$ cat src/rtl/exc_escalate_vec.sv
module exc_escalate_vec #(
  parameter int MODES       = 4,
  parameter int CAUSES      = 16,
  parameter int ADDR_W      = 64,
  parameter int ENTRY_BYTES = 8,
  localparam int MW    = $clog2(MODES),
  localparam int CW    = $clog2(CAUSES),
  localparam int EW    = MODES * CAUSES,
  localparam int SEL_W = $clog2(MODES + 1),
  localparam int SHIFT = $clog2(ENTRY_BYTES),
  localparam int DW    = (EW > ADDR_W) ? EW : ADDR_W
) (
  input  logic              clk,
  input  logic              rst_n,
  input  logic              raise_i,
  input  logic [CW-1:0]     cause_i,
  input  logic [MW-1:0]     mode_i,
  input  logic              wr_en_i,
  input  logic [SEL_W-1:0]  wr_sel_i,
  input  logic [DW-1:0]     wr_data_i,
  output logic              take_o,
  output logic [MW-1:0]     tgt_mode_o,
  output logic [ADDR_W-1:0] vec_addr_o
);

  localparam logic [MW-1:0] TOP_MODE = MW'(MODES - 1);

  logic [EW-1:0]     esc_q;
  logic [ADDR_W-1:0] base_q [MODES];
  logic [MW-1:0]     tgt;
  logic [ADDR_W-1:0] vec;

  // MODES and CAUSES are powers of two, so {mode,cause} is the bit index
  always_comb begin
    tgt = mode_i;
    for (int k = 0; k < MODES - 1; k++)
      if (tgt != TOP_MODE && esc_q[{tgt, cause_i}])
        tgt = tgt + MW'(1);
  end

  assign vec = base_q[tgt] + (ADDR_W'(cause_i) << SHIFT);

  always_ff @(posedge clk or negedge rst_n) begin
    if (!rst_n) begin
      esc_q <= '0;
      for (int m = 0; m < MODES; m++) base_q[m] <= '0;
    end else if (wr_en_i) begin
      if (wr_sel_i == '0) esc_q <= wr_data_i[EW-1:0];
      for (int m = 0; m < MODES; m++)
        if (wr_sel_i == SEL_W'(m + 1)) base_q[m] <= wr_data_i[ADDR_W-1:0];
    end
  end

  always_ff @(posedge clk or negedge rst_n) begin
    if (!rst_n) begin
      take_o     <= 1'b0;
      tgt_mode_o <= '0;
      vec_addr_o <= '0;
    end else begin
      take_o <= raise_i;
      if (raise_i) begin
        tgt_mode_o <= tgt;
        vec_addr_o <= vec;
      end
    end
  end

endmodule


$ cat config.mk
export PLATFORM = sky130hd
export DESIGN_NAME = exc_escalate_vec
export DESIGN_NICKNAME = d
export VERILOG_FILES = /design/src/rtl/exc_escalate_vec.sv
export SDC_FILE = /design/constraint.sdc
export NUM_CORES = 1
export LEC_CHECK = 0
export ABC_AREA = 1
export BUFFER_PORTS_ARGS = -buffer_cell sky130_fd_sc_hd__buf_2
export CORE_ASPECT_RATIO = 1.5
export CORE_MARGIN = 2
export CORE_UTILIZATION = 45
export CTS_CLUSTER_DIAMETER = 60
export DETAILED_ROUTE_END_ITERATION = 12
export PLACE_DENSITY = 0.6
export SYNTH_ARGS = -nofsm -noshare
export SYNTH_HDL_FRONTEND = slang
export SYNTH_SLANG_ARGS = --single-unit
$ cat constraint.sdc
create_clock -name clk -period 6.6 [get_ports clk]
set_input_delay 1.65 -clock clk [delete_from_list [all_inputs] [get_ports clk]]
set_output_delay 1.65 -clock clk [all_outputs]
set_load 0.005 [all_outputs]
# Word level (Yosys, flattened, before mapping)
# Index checks and enable logic that the tools add are counted.
# totals
register_bits,387
out_inout_bits,67
input_bits,77
# classes
order_cmp,4
reduce_logical,9
muxes,12
bitwise,1
n_eq_ne,7
n_addsub,4
# ops
op,count
64-bit binary-select mux with 2-bit select,1
64-bit two-way mux,2
64-bit by 7-bit adder with 64-bit output,1
"6-bit by 7-bit < comparator with 1-bit output, second input constant",3
1-bit binary-select mux with 6-bit select,3
2-bit AND reduction,5
"2-bit by 1-bit adder with 2-bit output, second input constant",3
"3-bit by 2-bit equality test with 1-bit output, second input constant",2
2-bit two-way mux,3
"2-bit != test, second input constant",3
"3-bit by 1-bit equality test with 1-bit output, second input constant",1
"3-bit equality test, second input constant",1
"3-bit greater-or-equal comparator, second input constant",1
1-bit logical AND,3
3-bit logical NOT,1
1-bit two-way mux,3
2-bit NOT with 3-bit output,1

# Longest topological paths before layout
# depth
ltp_word,17
ltp_mapped,46
depth_no_buf,42

# Worst setup path after synthesis
# No wires, ideal clock.
# synth_path
kind,in2reg
startpoint,input port cause_i[2]
endpoint,register vec_addr_o[61]
cell_stages,42
n_path_buf,5
t_arrival_ps,6714
setup_time_ps,117
path_slack_ps,-231
path_cell_list,clkbuf_1 > inv_1 > nand3_1 > nand3_1 > nand3_1 > nand3_1 > nand2_2 > nand2_2 > nand2_2 > nand2_2 > ha_1 > inv_1 > nand3_2 > nand2_1 > nand2_1 > inv_1 > ha_1 > inv_1 > (+6 left out) > clkbuf_1 > o21ai_0 > o22ai_1 > ha_1 > inv_1 > fa_1 > inv_1 > a21oi_1 > inv_1 > nand3_2 > nor2_2 > nand2_1 > nor2_2 > nand2_1 > nand2_1 > nand2_1 > nand2_1 > nand2_1
# synth_via
elab_chain_len,17
# synth_lines
item,line,rtl
from (decl),16,"input logic [CW-1:0] cause_i,"
1-bit binary-select mux with 6-bit select,37,"if (tgt != TOP_MODE && esc_q[{tgt, cause_i}])"
1-bit two-way mux (not written as such),37,
1-bit logical AND,37,
2-bit two-way mux,37,
1-bit binary-select mux with 6-bit select,37,
1-bit two-way mux (not written as such),37,
1-bit logical AND,37,
2-bit two-way mux,37,
1-bit binary-select mux with 6-bit select,37,
1-bit two-way mux (not written as such),37,
1-bit logical AND,37,
2-bit two-way mux,37,
2-bit NOT with 3-bit output (not written as such),41,assign vec = base_q[tgt] + (ADDR_W'(cause_i) << SHIFT);
64-bit binary-select mux with 2-bit select,41,
64-bit two-way mux (not written as such) (2 in a row),41,
64-bit by 7-bit adder with 64-bit output *,41,
to (signal assigned),63,vec_addr_o <= vec;
to (decl),23,output logic [ADDR_W-1:0] vec_addr_o
# Every way passes the cells marked *; elsewhere a longest branch is shown, timed or not. The select of a mux whose other input is x is not followed.
# A chain may end at the register's enable or synchronous reset.

# Worst setup path in the final report
# layout_path
startpoint,input port cause_i[0]
endpoint,register vec_addr_o[52]
# The elaborated chain is that of the path after synthesis.

==> results.sh <==
export IMPL_outcome="complete, no violations"
export IMPL_hold_path_class="flip-flop to flip-flop"
export IMPL_whs_ps=469.2
export IMPL_vdd_drop_max_mv=0.2572
export IMPL_utilization_pct=53.68
export IMPL_crit_type="input pin to flip-flop"
export IMPL_io_buffers=143
export IMPL_cts_sinks=387
export IMPL_final_cell_mix="nand2_1, dfrtp_1, o21ai_0, inv_1, nand3_1"
export IMPL_clockBufferDepth=3
export IMPL_switchingPower_uw=4827
export IMPL_period_share_pct=92.85
export IMPL_clkPwrFrac_pct=22.7
export IMPL_p_int_uw=6335
export IMPL_post_drt_wl_per_cell_um=18.06
export IMPL_antenna_left=0
export IMPL_syn2layout_area_growth_pct=18.43
export IMPL_finalMaxSlewViolations=0
export IMPL_setup_worst_path_end_class="flip-flop"
export IMPL_cp_arrival_ps=6570
export IMPL_cts_buffers=42
export IMPL_via_per_inst=5.167
export IMPL_synth_nets=3117
export IMPL_nFillCells=4699
export IMPL_worst_slack_ps=472.0
export IMPL_multiInputGateArea_um2=9439
export IMPL_combinationalPowerShare_pct=48.1
export IMPL_max_stage_delay_ps=320
export IMPL_first_pass_iters=5
export IMPL_regArea_um2=9684
export IMPL_grt_pass1_vias=19260
export IMPL_num_io_pins=144
export IMPL_start_util_pct=45.33
export IMPL_cp_start_kind="input pin"
export IMPL_drc=0
export IMPL_place_hpwl_um=51540
export IMPL_min_period_ps=6128
export IMPL_wirelength_um=70330
export IMPL_core_area_um2=46480
export IMPL_drtIter0Drc=1467
export IMPL_placed_area_um2=23440
export IMPL_required_ps=7050
export IMPL_fin_skew_ps=15.69
export IMPL_slew_headroom_pct=27.56
export IMPL_postCtsSetupBuffers=0
export IMPL_setup_viol=0
export IMPL_p_per_area_nw_per_um2=447.3
export IMPL_swShare_pct=43.24
export IMPL_path_buf_inv=8
export IMPL_insertion_delay_ps=570
export IMPL_vias=20120
export IMPL_synth_area_per_cell_um2=6.949
export IMPL_synth_ff_type="dfrtp_1"
export IMPL_ctsRootBufferMaster="clkbuf_16"
export IMPL_ys_seq_elements=387
export IMPL_yosysSeqAreaShare_pct=45.96
export IMPL_die_h_um=269.0
export IMPL_synth_edf_count=0
export IMPL_std_cell_rows=97
export IMPL_async_flop_share_pct=100.0
export IMPL_stdcell_area_um2=24950
export IMPL_max_cap_viol_count=0
export IMPL_seq_power_share_pct=29.2
export IMPL_die_width_um=180.7
export IMPL_hold_violations=0
export IMPL_dp_slack_ps=-177.4
export IMPL_synth_area_um2=21070
export IMPL_slowest_stage="buf_4"
export IMPL_clk_pin_slew_ps=60
export IMPL_synth_distinct_cells=35
export IMPL_overflow=0
export IMPL_ctsHtreeMaxLevel=2
export IMPL_grt_antenna_before_repair=1
export IMPL_crit_fanout=38
export IMPL_ys_warn_count=0
export IMPL_synthesis_instances=3032
export IMPL_critical_path_top_delay_family="simple AND/OR/NAND/NOR gates"
export IMPL_max_freq_mhz=163.2
export IMPL_final_common_cell="nand2_1"
export IMPL_num_nets_final=3352
export IMPL_diodes=0
export IMPL_place_gp_congestion=0.9395
export IMPL_power_uw=11160
export IMPL_worst_pin_slew_ps=1087
export IMPL_grt_pass1_wl_um=110100
export IMPL_power_leakage_uw=0.01294
export IMPL_rsz0062_at_grt="no"
export IMPL_die_area_um2=48600
export IMPL_tritoncts="built"
export IMPL_drive_gt1_share_pct=14.36
export IMPL_grtUsageTotal_pct=29.21
export IMPL_grt_max_degree=129
-- state kept, by name, summed over array words and instances, names as in the netlist --
register    flops
base_q        256
esc_q          64
vec_addr_o     64
tgt_mode_o      2
take_o          1
-- logic make-up (layout without fill, tap and decap cells) --
kind of cell,Yosys count,in the layout,synth area share (%)
compound gates,406,406,9.953
buf+inv,477,745,9.525
xor+xnor,8,8,0.3326
fa+ha+maj,8,8,0.5107
simple gates,1746,1746,33.71
flops,387,387,45.96
-- metrics by stage --
| step | std cells | TNS (ps) |
|---|---|---|
| 2_1_floorplan | 3032 | -13.44 |
| 3_3_place_gp | 3817 | -26.70 |
| 3_5_place_dp | 3817 | -979.7 |
| 4_1_cts | 3894 | 0 |
| 5_1_grt | 3894 | 0 |
| 6_report | 3894 | 0 |
-- synthesized netlist by cell type, types with 8 or more instances --
cell / n / share of area, %
buf_6: 16 / 0.86
buf_4: 12 / 0.43
nand2_2: 12 / 0.36
inv_2: 14 / 0.25
nand4_1: 13 / 0.39
nor2_2: 14 / 0.42
buf_2: 32 / 0.76
a31oi_1: 23 / 0.68
nor2_1: 198 / 3.5
inv_1: 312 / 5.6
nand2_1: 1215 / 22
nand3_1: 278 / 6.6
clkbuf_1: 86 / 1.5
xor2_1: 8 / 0.33
o21ai_0: 354 / 8.4
dfrtp_1: 387 / 46
o21ai_1: 11 / 0.26
-- area by class of cell --
type / instances / area share (%)
multi-input combinational: 2168 / 37.83
tap: 594 / 2.979
clock buffer: 61 / 5.105
sequential: 387 / 38.81
inverter: 326 / 4.919
timing repair buffer: 342 / 9.462
clock inverter: 16 / 0.8926
-- power groups by stage --
stage	clock network [uW]	registers, uW	logic (uW)
finish	2530	3260	5370
global route	2680	3340	6000
CTS	2580	3260	5350
detailed placement	0	3300	5330
global placement	0	3290	5280
floorplan	0	3240	3130
-- per-layer routing --
layer,wire [um],track usage (%),vias to the layer above
met1,30250,38.42,9484
met2,33340,48.58,531
li1,-,-,9962
met5,0,0,-
met4,3717,14.63,0
met3,3021,2.485,143
-- worst paths after layout --
path | from | endpoint | slack [ps] | cells past startpoint
hold / removal | vec_addr_o[56]$_DFFE_PN0P_ | vec_addr_o[56]$_DFFE_PN0P_ | 470 | 2
min in group asynchronous | rst_n | base_q[75]$_DFFE_PN0P_ | 1150 | 1
hold reg to reg | vec_addr_o[56]$_DFFE_PN0P_ | vec_addr_o[56]$_DFFE_PN0P_ | 470 | 2
setup reg to reg | esc_q[49]$_DFFE_PN0P_ | vec_addr_o[52]$_DFFE_PN0P_ | 1530 | 35
setup / recovery | cause_i[0] | vec_addr_o[52]$_DFFE_PN0P_ | 470 | 37
max in group asynchronous | rst_n | base_q[64]$_DFFE_PN0P_ | 4340 | 2
-- worst register-to-register path, delay by kind of cell, from the launching register on --
family / cells / cell delay (ps)
simple gates: 26 / 3020
fa+ha+maj: 2 / 410
flops: 1 / 360
buf+inv: 7 / 1170
-- timing repair --
item | CTS | global route
endpoints found under the hold margin | 0 | 0
hold buffers | 0 | 0
endpoints found under the setup margin | 0 | 6
gates resized for setup | 0 | 5
(Power assumes the default switching activity.)
